--- config.mk ---
export PLATFORM = sky130hd
export DESIGN_NAME = stepguard
export DESIGN_NICKNAME = d
export VERILOG_FILES = /design/src/rtl/stepguard_pkg.sv /design/src/rtl/stepguard_ocp.sv /design/src/rtl/stepguard_wake.sv /design/src/rtl/stepguard_edge.sv /design/src/rtl/stepguard.sv
export SDC_FILE = /design/constraint.sdc
export NUM_CORES = 1
export LEC_CHECK = 0
export BUFFER_PORTS_ARGS = -buffer_cell sky130_fd_sc_hd__clkbuf_2
export CELL_PAD_IN_SITES_DETAIL_PLACEMENT = 1
export CELL_PAD_IN_SITES_GLOBAL_PLACEMENT = 1
export CORE_ASPECT_RATIO = 1.1
export CORE_UTILIZATION = 48
export DETAILED_ROUTE_END_ITERATION = 10
export GPL_TIMING_DRIVEN = 0
export PLACE_DENSITY_LB_ADDON = 0.25
export REMOVE_ABC_BUFFERS = 1
export SKIP_CTS_REPAIR_TIMING = 1
export SYNTH_ARGS = -nofsm -noshare
export SYNTH_HDL_FRONTEND = slang
export SYNTH_SLANG_ARGS = --single-unit
export TNS_END_PERCENT = 5
--- constraint.sdc ---
create_clock -name clk -period 5.5 [get_ports clk]
set_clock_uncertainty 0.05 [all_clocks]
set_input_delay 1.1 -clock clk [delete_from_list [all_inputs] [get_ports clk]]
set_output_delay 1.1 -clock clk [all_outputs]
set_load 0.05 [all_outputs]
--- src/rtl/stepguard_pkg.sv ---
`timescale 1ns/1ps
package stepguard_pkg;

  // Counter width able to hold the value "limit".
  function automatic int unsigned cnt_bits(input int unsigned limit);
    return (limit < 2) ? 1 : $clog2(limit + 1);
  endfunction

  // Qualified control conditions shared by the top level.
  typedef struct packed {
    logic awake;    // not in sleep
    logic powered;  // supply above threshold
    logic held;     // indexer reset requested while awake
    logic run;      // awake, powered, not held, enabled
  } gate_t;

endpackage

--- src/rtl/stepguard_ocp.sv ---
`timescale 1ns/1ps
module stepguard_ocp #(
  parameter int unsigned OC_QUAL = 64
) (
  input  logic clk,
  input  logic rst_n,
  input  logic clr,
  input  logic watch,
  input  logic oc_det,
  output logic latched
);
  import stepguard_pkg::*;

  localparam int unsigned CW = cnt_bits(OC_QUAL);
  localparam logic [CW-1:0] LAST = CW'(OC_QUAL - 1);

  logic [CW-1:0] cnt_q, cnt_d;
  logic          lat_q, lat_d;
  logic          upd;

  always_comb begin
    cnt_d = cnt_q;
    lat_d = lat_q;
    if (clr) begin
      cnt_d = '0;
      lat_d = 1'b0;
    end else if (watch) begin
      if (!oc_det) begin
        cnt_d = '0;
      end else if (cnt_q == LAST) begin
        lat_d = 1'b1;
      end else begin
        cnt_d = cnt_q + 1'b1;
      end
    end
  end

  assign upd = clr | watch;

  always_ff @(posedge clk or negedge rst_n) begin
    if (!rst_n) begin
      cnt_q <= '0;
      lat_q <= 1'b0;
    end else if (upd) begin
      cnt_q <= cnt_d;
      lat_q <= lat_d;
    end
  end

  assign latched = lat_q;
endmodule

--- src/rtl/stepguard_wake.sv ---
`timescale 1ns/1ps
module stepguard_wake #(
  parameter int unsigned WAKE_CYC = 200000
) (
  input  logic clk,
  input  logic rst_n,
  input  logic restart,
  output logic done
);
  import stepguard_pkg::*;

  localparam int unsigned CW = cnt_bits(WAKE_CYC);
  localparam logic [CW-1:0] FULL = CW'(WAKE_CYC);

  logic [CW-1:0] cnt_q, cnt_d;
  logic          run;

  assign run = restart | (cnt_q != FULL);

  always_comb begin
    if (restart) cnt_d = '0;
    else         cnt_d = cnt_q + 1'b1;
  end

  always_ff @(posedge clk or negedge rst_n) begin
    if (!rst_n)   cnt_q <= '0;
    else if (run) cnt_q <= cnt_d;
  end

  assign done = (cnt_q == FULL);
endmodule

--- src/rtl/stepguard_edge.sv ---
`timescale 1ns/1ps
module stepguard_edge (
  input  logic clk,
  input  logic rst_n,
  input  logic step_in,
  input  logic allow,
  output logic pulse
);
  logic prev_q;
  logic pulse_q, pulse_d;

  always_comb pulse_d = step_in & ~prev_q & allow;

  always_ff @(posedge clk or negedge rst_n) begin
    if (!rst_n) begin
      prev_q  <= 1'b0;
      pulse_q <= 1'b0;
    end else begin
      prev_q  <= step_in;
      pulse_q <= pulse_d;
    end
  end

  assign pulse = pulse_q;
endmodule

--- src/rtl/stepguard.sv ---
`timescale 1ns/1ps
module stepguard #(
  parameter int unsigned OC_QUAL  = 64,
  parameter int unsigned WAKE_CYC = 200000
) (
  input  logic clk,
  input  logic rst_n,
  input  logic sleep_n,
  input  logic enable_n,
  input  logic index_rst_n,
  input  logic oc_det,
  input  logic ot_det,
  input  logic uv_det,
  input  logic step_in,
  output logic bridge_en,
  output logic out_hiz,
  output logic indexer_clr,
  output logic step_ok,
  output logic step_pulse,
  output logic fault_n
);
  import stepguard_pkg::*;

  gate_t g;
  logic  oc_lat;
  logic  wake_done;
  logic  oc_clr;
  logic  oc_watch;
  logic  wake_restart;

  always_comb begin
    g.awake   = sleep_n;
    g.powered = ~uv_det;
    g.held    = sleep_n & ~index_rst_n;
    g.run     = sleep_n & ~uv_det & index_rst_n & ~enable_n;
  end

  assign oc_clr       = ~g.powered | g.held;
  assign oc_watch     = g.awake & g.powered & ~g.held;
  assign wake_restart = ~g.awake | ~g.powered;

  stepguard_ocp #(.OC_QUAL(OC_QUAL)) u_ocp (
    .clk     (clk),
    .rst_n   (rst_n),
    .clr     (oc_clr),
    .watch   (oc_watch),
    .oc_det  (oc_det),
    .latched (oc_lat)
  );

  stepguard_wake #(.WAKE_CYC(WAKE_CYC)) u_wake (
    .clk     (clk),
    .rst_n   (rst_n),
    .restart (wake_restart),
    .done    (wake_done)
  );

  stepguard_edge u_edge (
    .clk     (clk),
    .rst_n   (rst_n),
    .step_in (step_in),
    .allow   (step_ok),
    .pulse   (step_pulse)
  );

  assign bridge_en   = g.run & ~oc_lat & ~ot_det;
  assign out_hiz     = ~bridge_en;
  assign indexer_clr = ~g.powered | g.held;
  assign step_ok     = g.run & wake_done;
  assign fault_n     = ~(oc_lat | (ot_det & g.awake & g.powered));
endmodule

==> results_tabular.tex <==
\begin{tabular}{lr}
\hline
Metric & Value \\
\hline
\multicolumn{2}{l}{\textbf{Clock network}} \\
\quad Later-pin clock latency in the skew report & 0.33 ns \\
\quad Bufs on Longest Clock Path & 2 \\
\quad Root Driver & sky130\_fd\_sc\_hd\_\_clkbuf\_4 \\
\quad H-tree depth reported by CTS & 1 \\
\quad CTS Buf Count & 3 \\
\quad Number of sinks driven by the clock tree & 28 \\
\quad CTS tree & done \\
\quad Reg clk slew, reported paths & 0.15 ns \\
\multicolumn{2}{l}{\textbf{Pwr}} \\
\quad Max VDD drop & 0.132 mV \\
\quad Power density of the placed cells & 194 mW/mm2 \\
\quad Leakage power of the design & 0.681 nW \\
\multicolumn{2}{l}{\textbf{Critical path}} \\
\quad Startpoint-to-endpoint class of the critical path & flip-flop to primary output \\
\quad Critical path capture point type & primary output \\
\quad Nature of the critical path startpoint & flip-flop \\
\quad CP max FO & 7 \\
\quad Data required time of the worst path & 4.35 ns \\
\quad Crit path arrival time & 2.45 ns \\
\multicolumn{2}{l}{\textbf{Placement}} \\
\quad GP Congestion & 0.831 \\
\quad Placed Cells incl. Taps & 208 \\
\quad Placement Setup Slack & 1.93 ns \\
\quad Post-Place Cell Area & 0.00162 mm2 \\
\quad Count of input and output buffers & 14 \\
\quad Placed wire-length estimate & 2.51 mm \\
\multicolumn{2}{l}{\textbf{Global routing}} \\
\quad GR Util met3 & 2.10\% \\
\quad Global-route track usage on met2 & 41.7\% \\
\quad Routing usage on met1 & 26.4\% \\
\quad Number of antenna violations at the first check in global routing & 0 \\
\quad Gr usage total & 21.7\% \\
\quad Number of global-route vias before repair & 1284 \\
\quad Layer carrying the most global-route usage & met2 \\
\quad Wire length of the first global-routing pass & 5.80 mm \\
\quad Maximum number of pins on one net before global-route repair & 29 \\
\quad Total overflow reported by the global router & 0 \\
\multicolumn{2}{l}{\textbf{Final layout}} \\
\quad Share of final-layout standard cells stronger than drive strength 1 & 13.0\% \\
\quad Commonest cells after routing, fill and taps aside & 28 x sky130\_fd\_sc\_hd\_\_dfrtp\_1, 15 x sky130\_fd\_sc\_hd\_\_nor2\_1, 14 x sky130\_fd\_sc\_hd\_\_clkbuf\_2 \\
\quad Area growth from synthesis to layout & 7.44\% \\
\quad Nets@finish & 191 \\
\quad Final non-filler cell area & 0.00164 mm2 \\
\quad \# fillers & 373 \\
\quad Commonest non-fill, non-tap cell in the layout & sky130\_fd\_sc\_hd\_\_dfrtp\_1 \\
\quad Antenna cells & 0 \\
\quad Final Non-Filler Cells & 211 \\
\multicolumn{2}{l}{\textbf{STA}} \\
\quad Fin worst setup slack & 1.90 ns \\
\quad Total Neg Setup Slack & 0 ns \\
\quad Headroom to the max-slew limit & 38.5\% \\
\quad Final hold violations & 0 \\
\quad Worst Tran Pin Value & 0.910 ns \\
\quad Crit path time final & 3.60 ns \\
\quad Unrepaired setup endpoints after global routing & no \\
\quad Final Max Slew Viols & 0 \\
\quad Worst hold slack across all endpoints & 0.375 ns \\
\quad Setup Viol. Count Final & 0 \\
\quad Maximum operating frequency & 278 MHz \\
\quad Ratio of final minimum period to clock period & 65.4\% \\
\multicolumn{2}{l}{\textbf{Yosys}} \\
\quad Multiplexer share of the synthesized area & 0\% \\
\quad Arithmetic-cell share of the synthesized area counting full adders, half adders and majority gates & 2.45\% \\
\quad Synth area leaders & sky130\_fd\_sc\_hd\_\_dfrtp\_1 46\%, sky130\_fd\_sc\_hd\_\_nor2\_1 3.7\%, sky130\_fd\_sc\_hd\_\_nand3\_1 3.6\%, sky130\_fd\_sc\_hd\_\_xnor2\_1 3.4\%, sky130\_fd\_sc\_hd\_\_o21ai\_0 3.3\% \\
\quad Number of warnings reported in the yosys synthesis log & 0 \\
\quad Most area-hungry cell type in the Yosys netlist & sky130\_fd\_sc\_hd\_\_dfrtp\_1 \\
\quad Number of enable-type register cells in the synthesized netlist & 0 \\
\quad Average cell area after synthesis & 9.27 um2 \\
\quad Yosys top cell area share & 45.8\% \\
\quad Fraction of synthesis flops using an asynchronous set or reset pin & 100\% \\
\quad Compound-cell area share of the yosys netlist & 11.9\% \\
\quad Cell variety after synth & 36 \\
\quad Synth Area in XOR/XNOR & 5.72\% \\
\quad Cell area after synthesis & 0.00153 mm2 \\
\quad Count of mapped cells out of synthesis & 165 \\
\quad Dominant combinational cell family by area after synthesis & simple AND/OR/NAND/NOR gates \\
\quad Most used DFF post-synth & sky130\_fd\_sc\_hd\_\_dfrtp\_1 \\
\quad Sequential fraction of the synthesis area & 45.8\% \\
\quad Post-Synth Simple-Gate Area & 31.1\% \\
\quad Post-synthesis sequential element count & 28 \\
\multicolumn{2}{l}{\textbf{Floorplan}} \\
\quad Effective utilization at floorplan & 50.2\% \\
\quad Top-level I/O count & 15 \\
\quad Die Span X & 55.8 um \\
\quad Core Rows & 21 \\
\quad Die ar. & 0.00342 mm2 \\
\quad Area of the core & 0.00305 mm2 \\
\quad Die span in y & 61.2 um \\
\multicolumn{2}{l}{\textbf{Detailed routing}} \\
\quad DRC marker count from the first detailed-route iteration & 51 \\
\quad Number of design rule violations left after detail routing & 0 \\
\quad Mean routed wirelength per cell & 15.8 um \\
\quad Total via count in the routed design & 1269 \\
\quad First drt pass iteration count & 4 \\
\quad Routed Antenna Nets & 0 \\
\quad Vias per cell & 6.01 \\
\quad Final Routed Wirelength & 3.32 mm \\
\multicolumn{2}{l}{\textbf{Run status}} \\
\quad Run status & finished clean \\
\multicolumn{2}{l}{\textbf{Min path}} \\
\quad Worst min path class & flip-flop to flip-flop \\
\multicolumn{2}{l}{\textbf{Flow run}} \\
\quad Max-cap violations & 0 \\
\hline
\end{tabular}
[through the flow]
stage          utilization, %  power (W)
5_1_grt                  53.9   0.000332
3_3_place_gp             53.2   0.000238
6_report                 53.9   0.000319
3_5_place_dp             53.2   0.000239
2_1_floorplan               -   0.000226
4_1_cts                  53.9   0.000323
[critical path, cell delays in order, from the launching register on]
cell and delay (ns):
sky130_fd_sc_hd__dfrtp_1 0.49, sky130_fd_sc_hd__inv_1 0.11, sky130_fd_sc_hd__ha_1 0.13, sky130_fd_sc_hd__or4bb_1 0.50
sky130_fd_sc_hd__or4_1 0.46, sky130_fd_sc_hd__nor2_1 0.12, sky130_fd_sc_hd__clkbuf_2 0.29
[path summary, 6_finish.rpt]
kind | startpoint | to | slack, ns | cells past startpoint
max in group asynchronous | rst_n | u_wake.cnt_q[4] | 4.21 | 1
min | u_edge.prev_q | u_edge.pulse | 0.37 | 1
max | u_wake.cnt_q[0] | step_ok | 1.90 | 6
max reg2reg | u_wake.cnt_q[1] | u_wake.cnt_q[16] | 3.33 | 5
min reg2reg | u_edge.prev_q | u_edge.pulse | 0.37 | 1
min in group asynchronous | rst_n | u_edge.pulse | 0.73 | 1
[synthesized netlist by cell type (all sizes together) (5+ instances only)]
cell     n
or4      8
nand2   11
inv      7
o21ai   10
nor2    15
nor3     7
a21oi    9
dfrtp   28
nand4    6
nand3   11
clkbuf   5
xnor2    6
[report_power, final]
| part | total [W] | internal (W) | switching (W) |
|---|---|---|---|
| registers | 0.000210 | 0.000208 | 0.00000206 |
| logic | 0.0000251 | 0.00000706 | 0.0000181 |
| clock network | 0.0000843 | 0.0000257 | 0.0000586 |
| total | 0.000319 | 0.000240 | 0.0000788 |
[flip-flops by register name (all words and copies together) (netlist names)]
signal	flops
u_edge.prev_q	1
u_ocp.cnt_q	7
u_ocp.latched	1
u_wake.cnt_q	18
u_edge.pulse	1
[layout make-up]
type,count,area (um2),share of cell area [%]
timing repair buffer,14,70.1,4.26
multi-input combinational,125,782,47.6
sequential,28,701,42.6
clock buffer,3,22.5,1.37
tap,34,42.5,2.59
inverter,7,26.3,1.60
[per-layer routing]
metal,wire length [um],share of wire (%),vias to the layer above
li1,-,-,625
met3,77,2.3,4
met1,1470,44,622
met2,1750,52,18
met4,31,0.93,0
met5,0,0,-
[kinds of logic after synthesis]
kind of cell | count (synthesis)
AO/OA/AOI/OAI | 30
AND/OR/NAND/NOR | 82
XOR/XNOR | 10
buffers and inverters | 12
flip-flops | 28
adder cells (fa/ha/maj) | 3
(Power assumes the default switching activity.)
